==> src/rtl/afu_pkg.sv <==
`timescale 1ns/1ps
package afu_pkg;
  localparam int CNT_W = 6;
  localparam int THR_W = 5;
  localparam int ERR_N = 4;

  localparam logic [2:0] SEL_CTRL  = 3'd0;
  localparam logic [2:0] SEL_STAT  = 3'd1;
  localparam logic [2:0] SEL_FCTRL = 3'd2;
  localparam logic [2:0] SEL_FSTAT = 3'd3;
  localparam logic [2:0] SEL_THR   = 3'd4;

  localparam int ERR_LO   = 26;
  localparam int IDLE_POS = 25;
  localparam int TXC_LO   = 24;
  localparam int TE_POS   = 16;
  localparam int RXC_LO   = 8;
  localparam int RF_POS   = 0;
  localparam int TIE_POS  = 3;
  localparam int RIE_POS  = 2;
  localparam int TXT_LO   = 8;
  localparam int RXT_LO   = 0;

  function automatic logic [CNT_W-1:0] occ_step(logic [CNT_W-1:0] c, logic inc, logic dec);
    return c + CNT_W'(inc) - CNT_W'(dec);
  endfunction

  function automatic logic low_water(logic [CNT_W-1:0] c, logic [THR_W-1:0] t);
    return c <= {1'b0, t};
  endfunction

  function automatic logic high_water(logic [CNT_W-1:0] c, logic [THR_W-1:0] t);
    return c > {1'b0, t};
  endfunction
endpackage

==> src/rtl/afu_occ.sv <==
`timescale 1ns/1ps
module afu_occ import afu_pkg::*; #(
  parameter int DEPTH = 32
) (
  input  logic             clk,
  input  logic             rst_n,
  input  logic             push,
  input  logic             pop,
  output logic [CNT_W-1:0] count,
  output logic             push_ok,
  output logic             pop_ok,
  output logic             ovf_evt,
  output logic             unf_evt
);
  localparam logic [CNT_W-1:0] FULL_CNT = CNT_W'(DEPTH);

  logic full, empty;
  assign full    = (count == FULL_CNT);
  assign empty   = (count == '0);
  assign push_ok = push & ~full;
  assign ovf_evt = push & full;
  assign pop_ok  = pop & ~empty;
  assign unf_evt = pop & empty;

  always_ff @(posedge clk) begin
    if (!rst_n) count <= '0;
    else        count <= occ_step(count, push_ok, pop_ok);
  end

  p_count_bound_r2: assert property (@(posedge clk) disable iff (!rst_n)
    count <= FULL_CNT);
  p_drop_hold_r3: assert property (@(posedge clk) disable iff (!rst_n)
    (ovf_evt && !pop) |=> $stable(count));
  p_empty_hold_r4: assert property (@(posedge clk) disable iff (!rst_n)
    (unf_evt && !push) |=> (count == '0));
endmodule

==> src/rtl/afu_sticky.sv <==
`timescale 1ns/1ps
module afu_sticky #(
  parameter int W = 4
) (
  input  logic         clk,
  input  logic         rst_n,
  input  logic [W-1:0] set,
  input  logic         clr_wr,
  input  logic [W-1:0] wdata,
  output logic [W-1:0] flags
);
  logic [W-1:0] clr_mask;
  assign clr_mask = clr_wr ? ~wdata : '0;

  always_ff @(posedge clk) begin
    if (!rst_n) flags <= '0;
    else        flags <= (flags & ~clr_mask) | set;
  end

  for (genvar i = 0; i < W; i++) begin : g_chk
    p_hold_r7: assert property (@(posedge clk) disable iff (!rst_n)
      (flags[i] && !(clr_wr && !wdata[i])) |=> flags[i]);
    p_set_wins_r7: assert property (@(posedge clk) disable iff (!rst_n)
      set[i] |=> flags[i]);
  end
endmodule

==> src/rtl/afu_irq_unit.sv <==
`timescale 1ns/1ps
module afu_irq_unit import afu_pkg::*; #(
  parameter int DEPTH = 32
) (
  input  logic        clk,
  input  logic        rst_n,
  input  logic        wr_en,
  input  logic [2:0]  wr_addr,
  input  logic [31:0] wr_data,
  input  logic        tx_push,
  input  logic        tx_fetch,
  input  logic        rx_store,
  input  logic        rx_pop,
  input  logic        link_idle,
  output logic        tx_push_ok,
  output logic        tx_fetch_zero,
  output logic        rx_store_ok,
  output logic        rx_pop_zero,
  output logic [31:0] stat_word,
  output logic [31:0] fifo_stat_word,
  output logic        run_tx,
  output logic        run_rx,
  output logic        dreq_tx,
  output logic        dreq_rx,
  output logic        irq_err
);
  logic ctrl_wr, stat_wr, fctrl_wr, fstat_wr, thr_wr;
  assign ctrl_wr  = wr_en && (wr_addr == SEL_CTRL);
  assign stat_wr  = wr_en && (wr_addr == SEL_STAT);
  assign fctrl_wr = wr_en && (wr_addr == SEL_FCTRL);
  assign fstat_wr = wr_en && (wr_addr == SEL_FSTAT);
  assign thr_wr   = wr_en && (wr_addr == SEL_THR);

  logic unused_wdata;
  assign unused_wdata = ^wr_data;

  logic [CNT_W-1:0] tx_cnt, rx_cnt;
  logic tx_ovf, tx_unf, rx_ovf, rx_unf;
  logic tx_fetch_ok, rx_pop_ok;

  afu_occ #(.DEPTH(DEPTH)) u_tx_occ (
    .clk(clk), .rst_n(rst_n), .push(tx_push), .pop(tx_fetch),
    .count(tx_cnt), .push_ok(tx_push_ok), .pop_ok(tx_fetch_ok),
    .ovf_evt(tx_ovf), .unf_evt(tx_unf));

  afu_occ #(.DEPTH(DEPTH)) u_rx_occ (
    .clk(clk), .rst_n(rst_n), .push(rx_store), .pop(rx_pop),
    .count(rx_cnt), .push_ok(rx_store_ok), .pop_ok(rx_pop_ok),
    .ovf_evt(rx_ovf), .unf_evt(rx_unf));

  assign tx_fetch_zero = tx_unf;
  assign rx_pop_zero   = rx_unf;

  logic unused_ok;
  assign unused_ok = tx_fetch_ok ^ rx_pop_ok;

  logic [ERR_N-1:0] err_evt, err_q, err_en_q;
  assign err_evt = {tx_unf, tx_ovf, rx_unf, rx_ovf};

  afu_sticky #(.W(ERR_N)) u_err (
    .clk(clk), .rst_n(rst_n), .set(err_evt), .clr_wr(stat_wr),
    .wdata(wr_data[ERR_LO +: ERR_N]), .flags(err_q));

  logic [THR_W-1:0] thr_tx_q, thr_rx_q;
  logic [1:0] req_set, req_q, req_en_q;
  assign req_set = {low_water(tx_cnt, thr_tx_q), high_water(rx_cnt, thr_rx_q)};

  afu_sticky #(.W(2)) u_req (
    .clk(clk), .rst_n(rst_n), .set(req_set), .clr_wr(fstat_wr),
    .wdata({wr_data[TE_POS], wr_data[RF_POS]}), .flags(req_q));

  logic [1:0] run_q;
  logic idle_q, err_block;
  assign err_block = (|err_evt) || (|err_q);

  always_ff @(posedge clk) begin
    if (!rst_n) begin
      err_en_q <= '0;
      req_en_q <= '0;
      thr_tx_q <= '0;
      thr_rx_q <= '0;
      run_q    <= '0;
      idle_q   <= 1'b0;
    end else begin
      idle_q <= link_idle;
      if (ctrl_wr)  err_en_q <= wr_data[ERR_LO +: ERR_N];
      if (fctrl_wr) req_en_q <= {wr_data[TIE_POS], wr_data[RIE_POS]};
      if (thr_wr) begin
        thr_tx_q <= wr_data[TXT_LO +: THR_W];
        thr_rx_q <= wr_data[RXT_LO +: THR_W];
      end
      if (err_block)    run_q <= '0;
      else if (ctrl_wr) run_q <= wr_data[1:0];
    end
  end

  assign run_tx  = run_q[1];
  assign run_rx  = run_q[0];
  assign dreq_tx = req_q[1] & req_en_q[1];
  assign dreq_rx = req_q[0] & req_en_q[0];
  assign irq_err = (|(err_q & err_en_q)) | idle_q;

  assign stat_word = {2'b00, err_q, idle_q, 25'd0};
  assign fifo_stat_word = {2'b00, tx_cnt, 7'd0, req_q[1], 2'b00, rx_cnt, 7'd0, req_q[0]};

  p_stop_on_err_r9: assert property (@(posedge clk) disable iff (!rst_n)
    (|err_q) |-> (run_q == 2'b00));
  p_te_cause_r5: assert property (@(posedge clk) disable iff (!rst_n)
    $rose(req_q[1]) |-> $past(tx_cnt <= {1'b0, thr_tx_q}));
  p_rf_cause_r6: assert property (@(posedge clk) disable iff (!rst_n)
    $rose(req_q[0]) |-> $past(rx_cnt > {1'b0, thr_rx_q}));
  p_idle_follow_r8: assert property (@(posedge clk) disable iff (!rst_n)
    $rose(stat_word[IDLE_POS]) |-> $past(link_idle));
endmodule

==> config.mk <==
export PLATFORM = sky130hd
export DESIGN_NAME = afu_irq_unit
export DESIGN_NICKNAME = d
export VERILOG_FILES = /design/src/rtl/afu_pkg.sv /design/src/rtl/afu_occ.sv /design/src/rtl/afu_sticky.sv /design/src/rtl/afu_irq_unit.sv
export SDC_FILE = /design/constraint.sdc
export NUM_CORES = 1
export LEC_CHECK = 0
export BUFFER_PORTS_ARGS = -buffer_cell sky130_fd_sc_hd__clkbuf_2
export CAP_MARGIN = 20
export CELL_PAD_IN_SITES_DETAIL_PLACEMENT = 1
export CELL_PAD_IN_SITES_GLOBAL_PLACEMENT = 2
export CORE_ASPECT_RATIO = 0.5
export CORE_MARGIN = 5
export CORE_UTILIZATION = 23
export CTS_CLUSTER_DIAMETER = 80
export CTS_CLUSTER_SIZE = 16
export DETAILED_ROUTE_END_ITERATION = 12
export GPL_ROUTABILITY_DRIVEN = 0
export PLACE_DENSITY = 0.74
export SETUP_SLACK_MARGIN = 0.2
export SLEW_MARGIN = 20
export SYNTH_ARGS = -nofsm -noshare
export SYNTH_HDL_FRONTEND = slang
export SYNTH_SLANG_ARGS = --single-unit
==> constraint.sdc <==
create_clock -name clk -period 2.32 [get_ports clk]
set_input_delay 0.232 -clock clk [delete_from_list [all_inputs] [get_ports clk]]
set_output_delay 0.232 -clock clk [all_outputs]
set_load 0.01 [all_outputs]
==> flow_metrics.py <==
metrics = {
    "yosys": {
        "netlist_area_um2": 2470,
        "synth.distinct_cells": 42,
        "ys.flop_type": "dfxtp_1",
        "ys_seq_area_frac": 0.299,
        "synthTopCellsByArea": "dfxtp_1 (30%), ha_1 (14%), buf_4 (14%)",
        "yosys_register_bits": 37,
        "yosysWarnings": 0,
        "synth.top_cell.area_share": 0.299,
        "synth_cells": 293,
        "synth_edf_count": 0,
        "yosysTopAreaCell": "dfxtp_1",
        "ys_async_sr_fraction": 0,
        "synth.avg_cell_area_um2": 8.45,
    },
    "route": {
        "highest_layer": "met4",
        "drt-initial-drc-count": 50,
        "firstDrtPassIters": 2,
        "route.detailed.wl_per_inst_um": 12.8,
        "via_per_inst": 4.08,
        "drc": 0,
        "ant_nets": 0,
        "vias": 2142,
        "wl_met3_um": 304,
        "postRouteWirelength_mm": 6.71,
        "met2_length_mm": 3.38,
        "wl_met1_mm": 2.94,
    },
    "die": {
        "die_y_um": 83.4,
        "die_x_um": 157,
        "pin_count": 116,
        "start_util": 0.239,
        "row_count": 26,
        "core_um2": 10300,
        "die_area_um2": 13100,
    },
    "pwr": {
        "leakagePower_nw": 1.55,
        "vdd_drop_max_mv": 0.311,
        "p_per_area_nw_per_um2": 1210,
    },
    "worst_setup_path": {
        "path_cells": "inv_2 -> ha_4 -> nor4bb_4 -> nor2b_1 -> ha_1 -> inv_2 -> ha_4 -> inv_2 -> fa_2 -> nor2b_2 -> o21a_1 -> o21a_1 -> nor3_2",
        "critical_path.max_fanout": 2,
        "setup.worst_path.class": "register to register",
        "reg2reg_slack_ns": -0.14,
        "r2r-start": "u_rx_occ.count[3]",
        "crit_family": "adder cells",
        "critical_path.n_buffers_inverters": 3,
        "cpMostUsedCell": "inv_2",
        "startpoint_type": "register",
        "cpPeakStageDelay_ns": 0.39,
        "ff2ff_path_depth": 13,
        "crit_path_end_kind": "register",
        "cp.required_ns": 2.46,
        "cp_slowest_cell": "fa_2",
        "worstPathArrival_ns": 2.60,
        "timing.rr.end": "u_rx_occ.count[4]",
    },
    "cts": {
        "cts_buffer_depth": 2,
        "htree_levels": 2,
        "cts-root-buf": "clkbuf_16",
        "cts_tree": "yes",
        "clkTransAtPathRegs_ns": 0.06,
        "clk-insertion-delay-late_ns": 0.28,
        "cts.sinks": 37,
        "numCtsBuffers": 5,
    },
    "run_status": {
        "violations": "negative setup slack",
        "status": "finished with violations",
    },
    "cells_and_area": {
        "drive_gt1_frac": 0.366,
        "antenna_cells": 0,
        "stdcell_area_um2": 3330,
        "nNetsFinal": 457,
        "stdcell_count": 525,
        "area_growth_pct": 34.7,
    },
    "sta": {
        "setup_viol": 2,
        "fin_crit_sh": 1.06,
        "tightestPinTransition_ns": 0.557,
        "timing.final.hold_violations": 0,
        "period_minus_slack_ns": 2.46,
        "hold_ws_ns": 0.158,
        "setup_slack_ns": -0.138,
        "finalMaxSlewViolations": 0,
        "max_freq_mhz": 407,
        "skew_ns": 0.00160,
        "rsz0062_at_grt": "yes",
        "tns_ns": -0.219,
        "slew_headroom": 0.628,
    },
    "min_path": {
        "hold_class": "input port to register",
        "hold_path.startpoint": "link_idle",
        "hold_path_depth": 2,
        "min_to": "idle_q",
    },
    "global_route": {
        "grt_overflow": 0,
        "grt_pass1_wl_mm": 10.7,
        "track_usage": 0.103,
        "antenna_found_initial": 0,
        "grt_max_degree": 15,
        "grt_pass1_vias": 2315,
    },
    "placed_design": {
        "placed_area_um2": 3000,
        "numPortBuffers": 53,
        "placed_cells": 507,
        "dp_hpwl_mm": 5.35,
        "pre_cts_ws_ns": -0.154,
    },
    "run": {
        "maxCapViolations": 0,
    },
}
[how the worst max path moves through the flow]
stage,startpoint,to,slack [ns],cells past startpoint
finish,u_rx_occ.count[3],u_rx_occ.count[4],-0.14,13
global route,u_rx_occ.count[2],u_rx_occ.count[4],-0.27,13
CTS,u_tx_occ.count[2],u_tx_occ.count[4],-0.13,12
detailed placement,u_rx_occ.count[4],u_rx_occ.count[4],-0.15,13
global placement,u_tx_occ.count[5],u_tx_occ.count[4],-0.08,12
floorplan,u_tx_occ.count[5],u_tx_occ.count[4],-0.005,12
[what timing repair did]
action | 4_1_cts | 5_1_grt
hold buffers | 0 | 0
pin swaps | 11 | 16
setup buffers | 7 | 3
gates resized for setup | 14 | 16
setup endpoints to repair | 10 | 10
[sequential cells by signal (all words and copies together), names as in the netlist]
name,cells
u_rx_occ.count,6
u_tx_occ.count,6
thr_rx_q,5
thr_tx_q,5
err_en_q,4
u_err.flags,4
req_en_q,2
run_q,2
u_req.flags,2
idle_q,1
[synthesized netlist by cell type, types with 2 or more instances]
cell	number
nand2_1	28
nor3_1	6
fa_1	2
nor2b_1	7
o21a_1	4
ha_1	28
nand3_1	3
nand4_1	5
a21oi_1	20
clkbuf_1	3
o21ai_0	9
inv_1	31
dfxtp_1	37
a21o_1	3
xnor2_1	3
nor4bb_1	4
nor2_1	15
buf_4	46
o311ai_0	2
and2_1	6
mux2i_1	8
nand3b_1	2
nand4b_1	2
[layout by cell type, fill, tap and decap left out, types with 7 or more instances in the layout]
cell	n
a21oi_1	17
buf_4	35
clkbuf_2	53
conb_1	45
dfxtp_1	29
dfxtp_2	7
ha_1	22
inv_1	19
inv_2	11
mux2i_1	8
nand2_1	28
nor2_1	15
o21ai_0	8
[worst register-to-register path: cells and delay by family, from the launching register on]
kind	cells	cell delay, ns
adder cells (fa/ha/maj)	4	0.96
flip-flops	1	0.32
AND/OR/NAND/NOR	4	0.57
buffers and inverters	3	0.18
AO/OA/AOI/OAI	2	0.29
[logic make-up (layout without fill, tap and decap cells)]
family,Yosys count,in the layout,synth area share
other cells,1,45,0.00152
fa+ha+maj,30,30,0.158
compound gates,44,44,0.109
simple gates,87,87,0.191
flops,37,37,0.299
buf+inv,82,130,0.195
mux,8,8,0.0324
xor+xnor,4,4,0.0142
[power by group]
| group | switching (mW) | internal (mW) | leakage [nW] | total, mW |
|---|---|---|---|---|
| logic | 1.18 | 1.31 | 1.17 | 2.48 |
| registers | 0.110 | 0.789 | 0.306 | 0.900 |
| clock network | 0.266 | 0.395 | 0.0706 | 0.661 |
| total | 1.55 | 2.49 | 1.55 | 4.05 |
[routing by layer]
metal / vias up / GRT usage
li1: 1075 / -
met1: 1004 / 0.117
met2: 56 / 0.185
met3: 7 / 0.0275
met4: 0 / 0.0354
met5: - / 0
[through the flow]
stage,total power [mW],utilization
floorplan,2.24,-
detailed placement,2.97,0.290
global route,4.38,0.322
finish,4.05,0.322
global placement,2.91,0.290
CTS,3.88,0.313
[area by class of cell]
cell class | count | area (um^2)
repair buffers | 91 | 562
multi-input cells | 218 | 1590
flip-flops and latches | 37 | 753
fillers | 1262 | 7010
inverters | 31 | 119
clock inverters | 2 | 10.0
well taps | 140 | 175
clock buffers | 6 | 129
No activity file was read; power rests on OpenSTA's default activity.
